**src/rtl/tw2f_pkg.sv**
```systemverilog
package tw2f_pkg;

    localparam int WORD_W  = 16;
    localparam int MAG_W   = 12;
    localparam int SUB_W   = 4;
    localparam int ALIGN_W = 16;
    localparam int EXP_W   = 8;
    localparam int MANT_W  = 23;
    localparam int BIAS    = 127;
    localparam int LZ_W    = $clog2(ALIGN_W + 1);
    localparam int EXP_TOP = BIAS + MAG_W - 1 - SUB_W;

    typedef struct packed {
        logic             crit;
        logic             high;
        logic             low;
        logic             neg;
        logic [MAG_W-1:0] mag;
    } temp_word_t;

    typedef struct packed {
        logic              sign;
        logic [EXP_W-1:0]  expo;
        logic [MANT_W-1:0] frac;
    } f32_t;

    typedef struct packed {
        logic crit;
        logic high;
        logic low;
    } alarm_t;

    function automatic f32_t make_f32(input logic s, input logic [EXP_W-1:0] e,
                                      input logic [MANT_W-1:0] f);
        f32_t r;
        r.sign = s;
        r.expo = e;
        r.frac = f;
        return r;
    endfunction

endpackage

```
**src/rtl/tw2f_unpack.sv**
```systemverilog
module tw2f_unpack
    import tw2f_pkg::*;
#(
    parameter int MW = MAG_W,
    parameter int AW = ALIGN_W
) (
    input  temp_word_t      word,
    output alarm_t          alarms,
    output logic            neg,
    output logic [AW-1:0]   aligned
);
    localparam int PAD = AW - MW;

    always_comb begin
        alarms.crit = word.crit;
        alarms.high = word.high;
        alarms.low  = word.low;
        neg         = word.neg;
        aligned     = {word.mag, {PAD{1'b0}}};
    end
endmodule

```
**src/rtl/tw2f_lzc.sv**
```systemverilog
module tw2f_lzc #(
    parameter int W  = 16,
    parameter int CW = $clog2(W + 1)
) (
    input  logic [W-1:0]  vec,
    output logic [CW-1:0] count,
    output logic          all_zero
);
    always_comb begin
        count    = CW'(W);
        all_zero = 1'b1;
        for (int i = 0; i < W; i++) begin
            if (vec[i]) begin
                count    = CW'(W - 1 - i);
                all_zero = 1'b0;
            end
        end
    end
endmodule

```
**src/rtl/tw2f_pack.sv**
```systemverilog
module tw2f_pack
    import tw2f_pkg::*;
#(
    parameter int AW = ALIGN_W,
    parameter int CW = LZ_W
) (
    input  logic          neg,
    input  logic [AW-1:0] aligned,
    input  logic [CW-1:0] lz,
    input  logic          is_zero,
    output f32_t          result
);
    localparam int FILL = MANT_W - (AW - 1);

    logic [AW-1:0] stage [0:CW];
    assign stage[0] = aligned;

    genvar k;
    generate
        for (k = 0; k < CW; k++) begin : g_shift
            assign stage[k+1] = lz[k] ? (stage[k] << (1 << k)) : stage[k];
        end
    endgenerate

    logic [AW-1:0]     norm;
    logic [EXP_W-1:0]  expo;
    logic [MANT_W-1:0] frac;

    always_comb begin
        norm = stage[CW];
        expo = EXP_W'(EXP_TOP) - EXP_W'(lz);
        frac = {norm[AW-2:0], {FILL{1'b0}}};
        if (is_zero) result = '0;
        else         result = make_f32(neg, expo, frac);
    end
endmodule

```
**src/rtl/tempword_to_f32.sv**
```systemverilog
module tempword_to_f32
    import tw2f_pkg::*;
(
    input  logic        clk,
    input  logic        rst,
    input  logic        word_valid,
    input  logic [15:0] word_in,
    output logic        f32_valid,
    output logic [31:0] f32_out,
    output logic        alarm_crit,
    output logic        alarm_high,
    output logic        alarm_low
);
    temp_word_t           word;
    alarm_t               alarms;
    logic                 neg;
    logic [ALIGN_W-1:0]   aligned;
    logic [LZ_W-1:0]      lz;
    logic                 is_zero;
    f32_t                 result;

    assign word = word_in;

    tw2f_unpack u_unpack (
        .word    (word),
        .alarms  (alarms),
        .neg     (neg),
        .aligned (aligned)
    );

    tw2f_lzc #(.W(ALIGN_W), .CW(LZ_W)) u_lzc (
        .vec      (aligned),
        .count    (lz),
        .all_zero (is_zero)
    );

    tw2f_pack u_pack (
        .neg     (neg),
        .aligned (aligned),
        .lz      (lz),
        .is_zero (is_zero),
        .result  (result)
    );

    always_ff @(posedge clk) begin
        if (rst) begin
            f32_valid  <= 1'b0;
            f32_out    <= '0;
            alarm_crit <= 1'b0;
            alarm_high <= 1'b0;
            alarm_low  <= 1'b0;
        end else begin
            f32_valid <= word_valid;
            if (word_valid) begin
                f32_out    <= result;
                alarm_crit <= alarms.crit;
                alarm_high <= alarms.high;
                alarm_low  <= alarms.low;
            end
        end
    end
endmodule

```
**config.mk**
```make
export PLATFORM = sky130hd
export DESIGN_NAME = tempword_to_f32
export DESIGN_NICKNAME = d
export VERILOG_FILES = /design/src/rtl/tw2f_pkg.sv /design/src/rtl/tw2f_unpack.sv /design/src/rtl/tw2f_lzc.sv /design/src/rtl/tw2f_pack.sv /design/src/rtl/tempword_to_f32.sv
export SDC_FILE = /design/constraint.sdc
export NUM_CORES = 1
export LEC_CHECK = 0
export ABC_AREA = 1
export BUFFER_PORTS_ARGS = -buffer_cell sky130_fd_sc_hd__buf_4
export CAP_MARGIN = 15
export CORE_MARGIN = 5
export CORE_UTILIZATION = 40
export DETAILED_ROUTE_END_ITERATION = 8
export PLACE_DENSITY_LB_ADDON = 0.25
export SLEW_MARGIN = 10
export SYNTH_ARGS = -nofsm -noshare
export SYNTH_HDL_FRONTEND = slang
export SYNTH_SLANG_ARGS = --single-unit
```
**constraint.sdc**
```tcl
create_clock -name clk -period 2.57 [get_ports clk]
set_input_delay 0.1285 -clock clk [delete_from_list [all_inputs] [get_ports clk]]
set_output_delay 0.1285 -clock clk [all_outputs]
set_load 0.01 [all_outputs]
```
# Yosys cells after proc, flatten, opt, wreduce, memory -nomap -nowiden
# Cells that the tools add are included.
word_totals:
  inputBits: 19
  register_bits: 36
  wordCells: 36
op_classes:
  n_mux: 30
  add_sub_neg: 1
op_table:
  columns: ["op", "count"]
  rows:
  - ["15-bit two-way mux", 5]
  - ["5-bit two-way mux", 12]
  - ["32-bit two-way mux", 1]
  - ["1-bit two-way mux", 12]
  - ["8-bit by 5-bit subtractor with 8-bit output (first input constant)", 1]

# Depth between registers and ports, before layout
depth:
  ltp_word: 18
  depth_mapped: 17
  mapped_depth_nobuf: 16

# Cells and area by module
# Synthesis repeated with hierarchy kept, for this count alone.
hier_totals:
  cells_unflattened: 465
  hier_area_um2: 2801.4
by_module_without_submodules:
  columns: ["mod", "n_inst", "cells_each", "area_per_inst_um2"]
  rows:
  - ["tempword_to_f32", 1, 225, 1486.4]
  - ["tw2f_pack", 1, 171, 952.2]
  - ["tw2f_lzc", 1, 48, 209.0]
  - ["tw2f_unpack", 1, 21, 153.9]

# Least setup slack after synthesis
# No wires, ideal clock.
synth_path:
  kind: "input-to-reg"
  start: "input port word_in[2]"
  end: "register f32_out[27]"
  slack_ps: 989
  setup_time_ps: 115
  path_stages: 15
  arrival_ps: 1466
  n_path_buf: 1
  path_cell_list: "inv_1 -> nand2_1 -> nand2_1 -> nand2_1 -> nand2_1 -> nand2_1 -> nand2_2 -> nand2_4 -> nand2_4 -> buf_6 -> inv_1 -> ha_1 -> or2_2 -> nand3_1 -> nand2_1"
synth_via:
  elab_chain_len: 12
synth_rtl:
  columns: ["element", "line_no", "rtl"]
  rows:
  - ["from (decl)", "tempword_to_f32.sv:7", "input logic [15:0] word_in,"]
  - ["5-bit two-way mux (10 in a row)", "tw2f_lzc.sv:13", "if (vec[i]) begin"]
  - ["8-bit by 5-bit subtractor with 8-bit output", "tw2f_pack.sv:31", "expo = EXP_W'(EXP_TOP) - EXP_W'(lz);"]
  - ["32-bit two-way mux (*)", "tw2f_pack.sv:33", "if (is_zero) result = '0;"]
  - ["to (signal assigned)", "tempword_to_f32.sv:55", "f32_out <= result;"]
  - ["to (decl)", "tempword_to_f32.sv:9", "output logic [31:0] f32_out,"]
# Mark *: on every way between the ends. The rest lies on a longest branch, timed or not.
# A chain may end at the register's enable or synchronous reset.

# Final worst setup path
layout_path:
  start: "input port word_in[0]"
  end: "register f32_out[29]"
layout_via:
  elab_chain_len: 14
layout_rtl:
  columns: ["element", "line_no"]
  rows:
  - ["5-bit two-way mux (12 in a row)", "tw2f_lzc.sv:13"]
  - ["8-bit by 5-bit subtractor with 8-bit output", "tw2f_pack.sv:31"]
  - ["32-bit two-way mux (*)", "tw2f_pack.sv:33"]
# Marks and branches as above.

==> flow_metrics.py <==
metrics = {
    "synthesis": {
        "synth.cell_area_mm2": 0.00144,
        "synth_edf_count": 0,
        "avgSynthCellArea_um2": 6.77,
        "synth_area_leader_cell": "dfxtp_1",
        "synth_common_cells": "nand2_1, nand3_1, dfxtp_1, inv_1, buf_4",
        "synth_area_leaders": "dfxtp_1, nand3_1, nand2_1",
        "synth_compound_area_share_pct": 10.8,
        "synth_xor_area_share_pct": 0,
        "synth_top_area_share_pct": 33.3,
        "synth_most_common_cell": "nand2_1",
        "synth_top_family_by_area": "simple AND/OR/NAND/NOR gates",
        "synth-async-reset-ratio_pct": 0,
        "synthCells": 213,
        "seq_area_frac_synth_pct": 33.3,
        "synth.area.mux_share_pct": 0,
        "synth_ff_type": "dfxtp_1",
        "ys_warn_count": 0,
        "synthSimpleGateAreaFrac_pct": 40.9,
        "ys_types": 33,
        "synthAdderAreaFrac_pct": 0.867,
        "ys_ff_latch": 24,
    },
    "timing": {
        "hold_viol": 0,
        "timing.final.crit_share_pct": 57.6,
        "setup_viol": 0,
        "slew_viol_final": 0,
        "fmax_mhz": 676,
        "skew_ps": 0,
        "rsz0062_at_grt": "false",
        "holdWs_ps": 15.9,
        "setup_tns_ps": 0,
        "fin_crit_ps": 1480,
    },
    "placement": {
        "place_area_mm2": 0.00175,
        "place.detailed.hpwl_mm": 2.96,
        "placed_cells": 297,
        "port-buffer-count": 42,
        "place.gp.congestion": 0.917,
    },
    "clock_network": {
        "worstSkewPairLatency_ps": 310,
        "ctsHoldBuffers": 0,
        "htree_levels": 1,
        "cts_tree": "done",
        "post_cts_resized": 0,
        "cts-root-buf": "clkbuf_4",
        "clkSlewWorstSetupHoldPaths_ps": 130,
        "clock-sinks": 24,
        "clock_path_buffers": 2,
        "cts_inserted_buffers": 3,
        "cts_setup_buffers": 0,
    },
    "power_and_ir_drop": {
        "power.share.clock_pct": 23.6,
        "p_sw_share_pct": 29.8,
        "seqPwrFrac_pct": 50.1,
        "pwr_density_cell_mw_per_mm2": 454,
        "p_switching_mw": 0.241,
        "p_int_mw": 0.570,
        "leakage_nw": 0.965,
        "power_frac_comb_pct": 26.2,
        "max-vdd-ir-drop_v": 0.000355,
    },
    "floorplanning": {
        "start_util_pct": 42.2,
        "core_mm2": 0.00342,
        "boundaryPins": 55,
        "rows": 21,
        "die_x_um": 70.1,
        "dieHeight_um": 70.1,
        "die-area_mm2": 0.00491,
    },
    "final_layout": {
        "syn_to_final_growth_pct": 23.9,
        "num_antenna_cells": 0,
        "nets": 276,
        "drive_gt1_share_pct": 23.5,
        "stdcell_count": 301,
        "utilization_pct": 52.3,
        "postLayoutCellArea_mm2": 0.00179,
    },
    "worst_setup_path": {
        "start_kind": "input pin",
        "cp.arrival_ps": 1700,
        "crit_fanout": 11,
        "critPathCaptureType": "register",
        "r2r_cells": 1,
        "regToRegStartpoint": "alarm_crit$_SDFFE_PP0P_",
        "path_class": "in -> reg",
        "cp_data_required_time_ps": 2790,
        "rrSetupSlack_ps": 1930,
        "worst_r2r_endpoint": "alarm_crit$_SDFFE_PP0P_",
    },
    "drt": {
        "viasPerCell": 4.81,
        "first_pass_iters": 4,
        "vias": 1449,
        "drt_iter0_drc": 109,
        "drc_errors": 0,
        "wl_per_cell_um": 11.9,
        "routed_wl_mm": 3.57,
        "detail-route-antenna-nets": 0,
    },
    "min_path": {
        "holdPathStages": 2,
        "holdPathEnd": "f32_out[24]$_SDFFE_PP0P_",
        "holdCritStartpoint": "rst",
        "hold_class": "in -> reg",
    },
    "global_route": {
        "busiest_layer": "met2",
        "met1_usage_pct": 19.0,
        "met2_usage_pct": 25.0,
        "antenna_found_initial": 0,
        "grt_overflow": 0,
        "grt_usage_pct": 14.5,
        "grt_pass1_vias": 1366,
        "grt_max_degree": 24,
        "gr-usage-met3_pct": 3.73,
        "grt_pass1_wl_mm": 6.00,
    },
    "run_status": {
        "outcome": "finished, final reports clean",
    },
    "run": {
        "cap_violations": 0,
    },
}
[how the worst max path moves through the flow]
stage	start	to	slack, ps
final	word_in[0]	f32_out[29]$_SDFFE_PP0P_	1090
after global routing	word_in[0]	f32_out[27]$_SDFFE_PP0P_	960
after CTS	word_in[0]	f32_out[29]$_SDFFE_PP0P_	1110
after detailed placement	word_in[0]	f32_out[29]$_SDFFE_PP0P_	770
after global placement	word_in[0]	f32_out[27]$_SDFFE_PP0P_	770
after floorplan	word_in[2]	f32_out[27]$_SDFFE_PP0P_	990
[state kept, by name, summed over array words and instances, names as in the netlist]
register    count
alarm_crit      1
alarm_high      1
alarm_low       1
f32_out        20
f32_valid       1
[cells in the final DEF, fill, tap and decap left out]
cell	n
nand2_1	61
nand3_1	48
buf_4	44
dfxtp_1	24
inv_1	20
conb_1	12
nor2_1	8
o21ai_0	6
a21oi_1	4
a22o_1	3
clkbuf_4	3
nand2_2	2
nand2_4	2
a21oi_4	1
o21ai_1	1
nor4_4	1
o21ai_2	1
inv_2	1
nand4_1	1
nor3_1	1
a31oi_1	1
nand3_2	1
a21oi_2	1
nand3b_1	1
a21o_1	1
a32o_1	1
a31o_2	1
or2_2	1
o31ai_1	1
ha_1	1
clkbuf_8	1
[power by group through the flow]
stage	clock network [mW]	logic, mW	registers (mW)
2_1_floorplan	0	0.127	0.426
3_3_place_gp	0	0.213	0.415
3_5_place_dp	0	0.213	0.415
4_1_cts	0.198	0.214	0.407
5_1_grt	0.212	0.237	0.410
6_report	0.192	0.213	0.407
[worst max-delay path: stages]
cell,delay [ps]
buf_4,130
nor2_1,190
o21ai_1,110
nand3_1,90
nand3_1,80
nand3_1,90
inv_1,170
ha_1,260
or2_2,300
nand3_1,110
nand2_1,50
[cells by family (layout without fill, tap and decap cells)]
logic type | Yosys count | count (layout)
AOI/OAI and AO/OA | 22 | 22
other | 1 | 12
and+or+nand+nor | 127 | 127
DFF | 24 | 24
buffers and inverters | 38 | 69
adders and majority gates | 1 | 1
[routing by layer]
layer	part of all wire, %	wire (µm)
met5	0	0
met4	0.67	24
met3	6.0	214
met2	47	1690
met1	46	1640
[area by class of cell]
type | instances | area, µm²
Timing Repair Buffer | 44 | 330
Tap cell | 46 | 57.6
Multi-Input combinational cell | 162 | 803
Clock buffer | 4 | 36.3
Sequential cell | 24 | 480
Fill cell | 378 | 1630
Inverter | 21 | 78.8
[metrics by stage]
stage	total power [mW]	worst slack [ps]
6_report	0.811	1090
5_1_grt	0.859	964
4_1_cts	0.818	1110
3_5_place_dp	0.628	768
3_3_place_gp	0.628	772
2_1_floorplan	0.553	989
(Power assumes the default switching activity.)
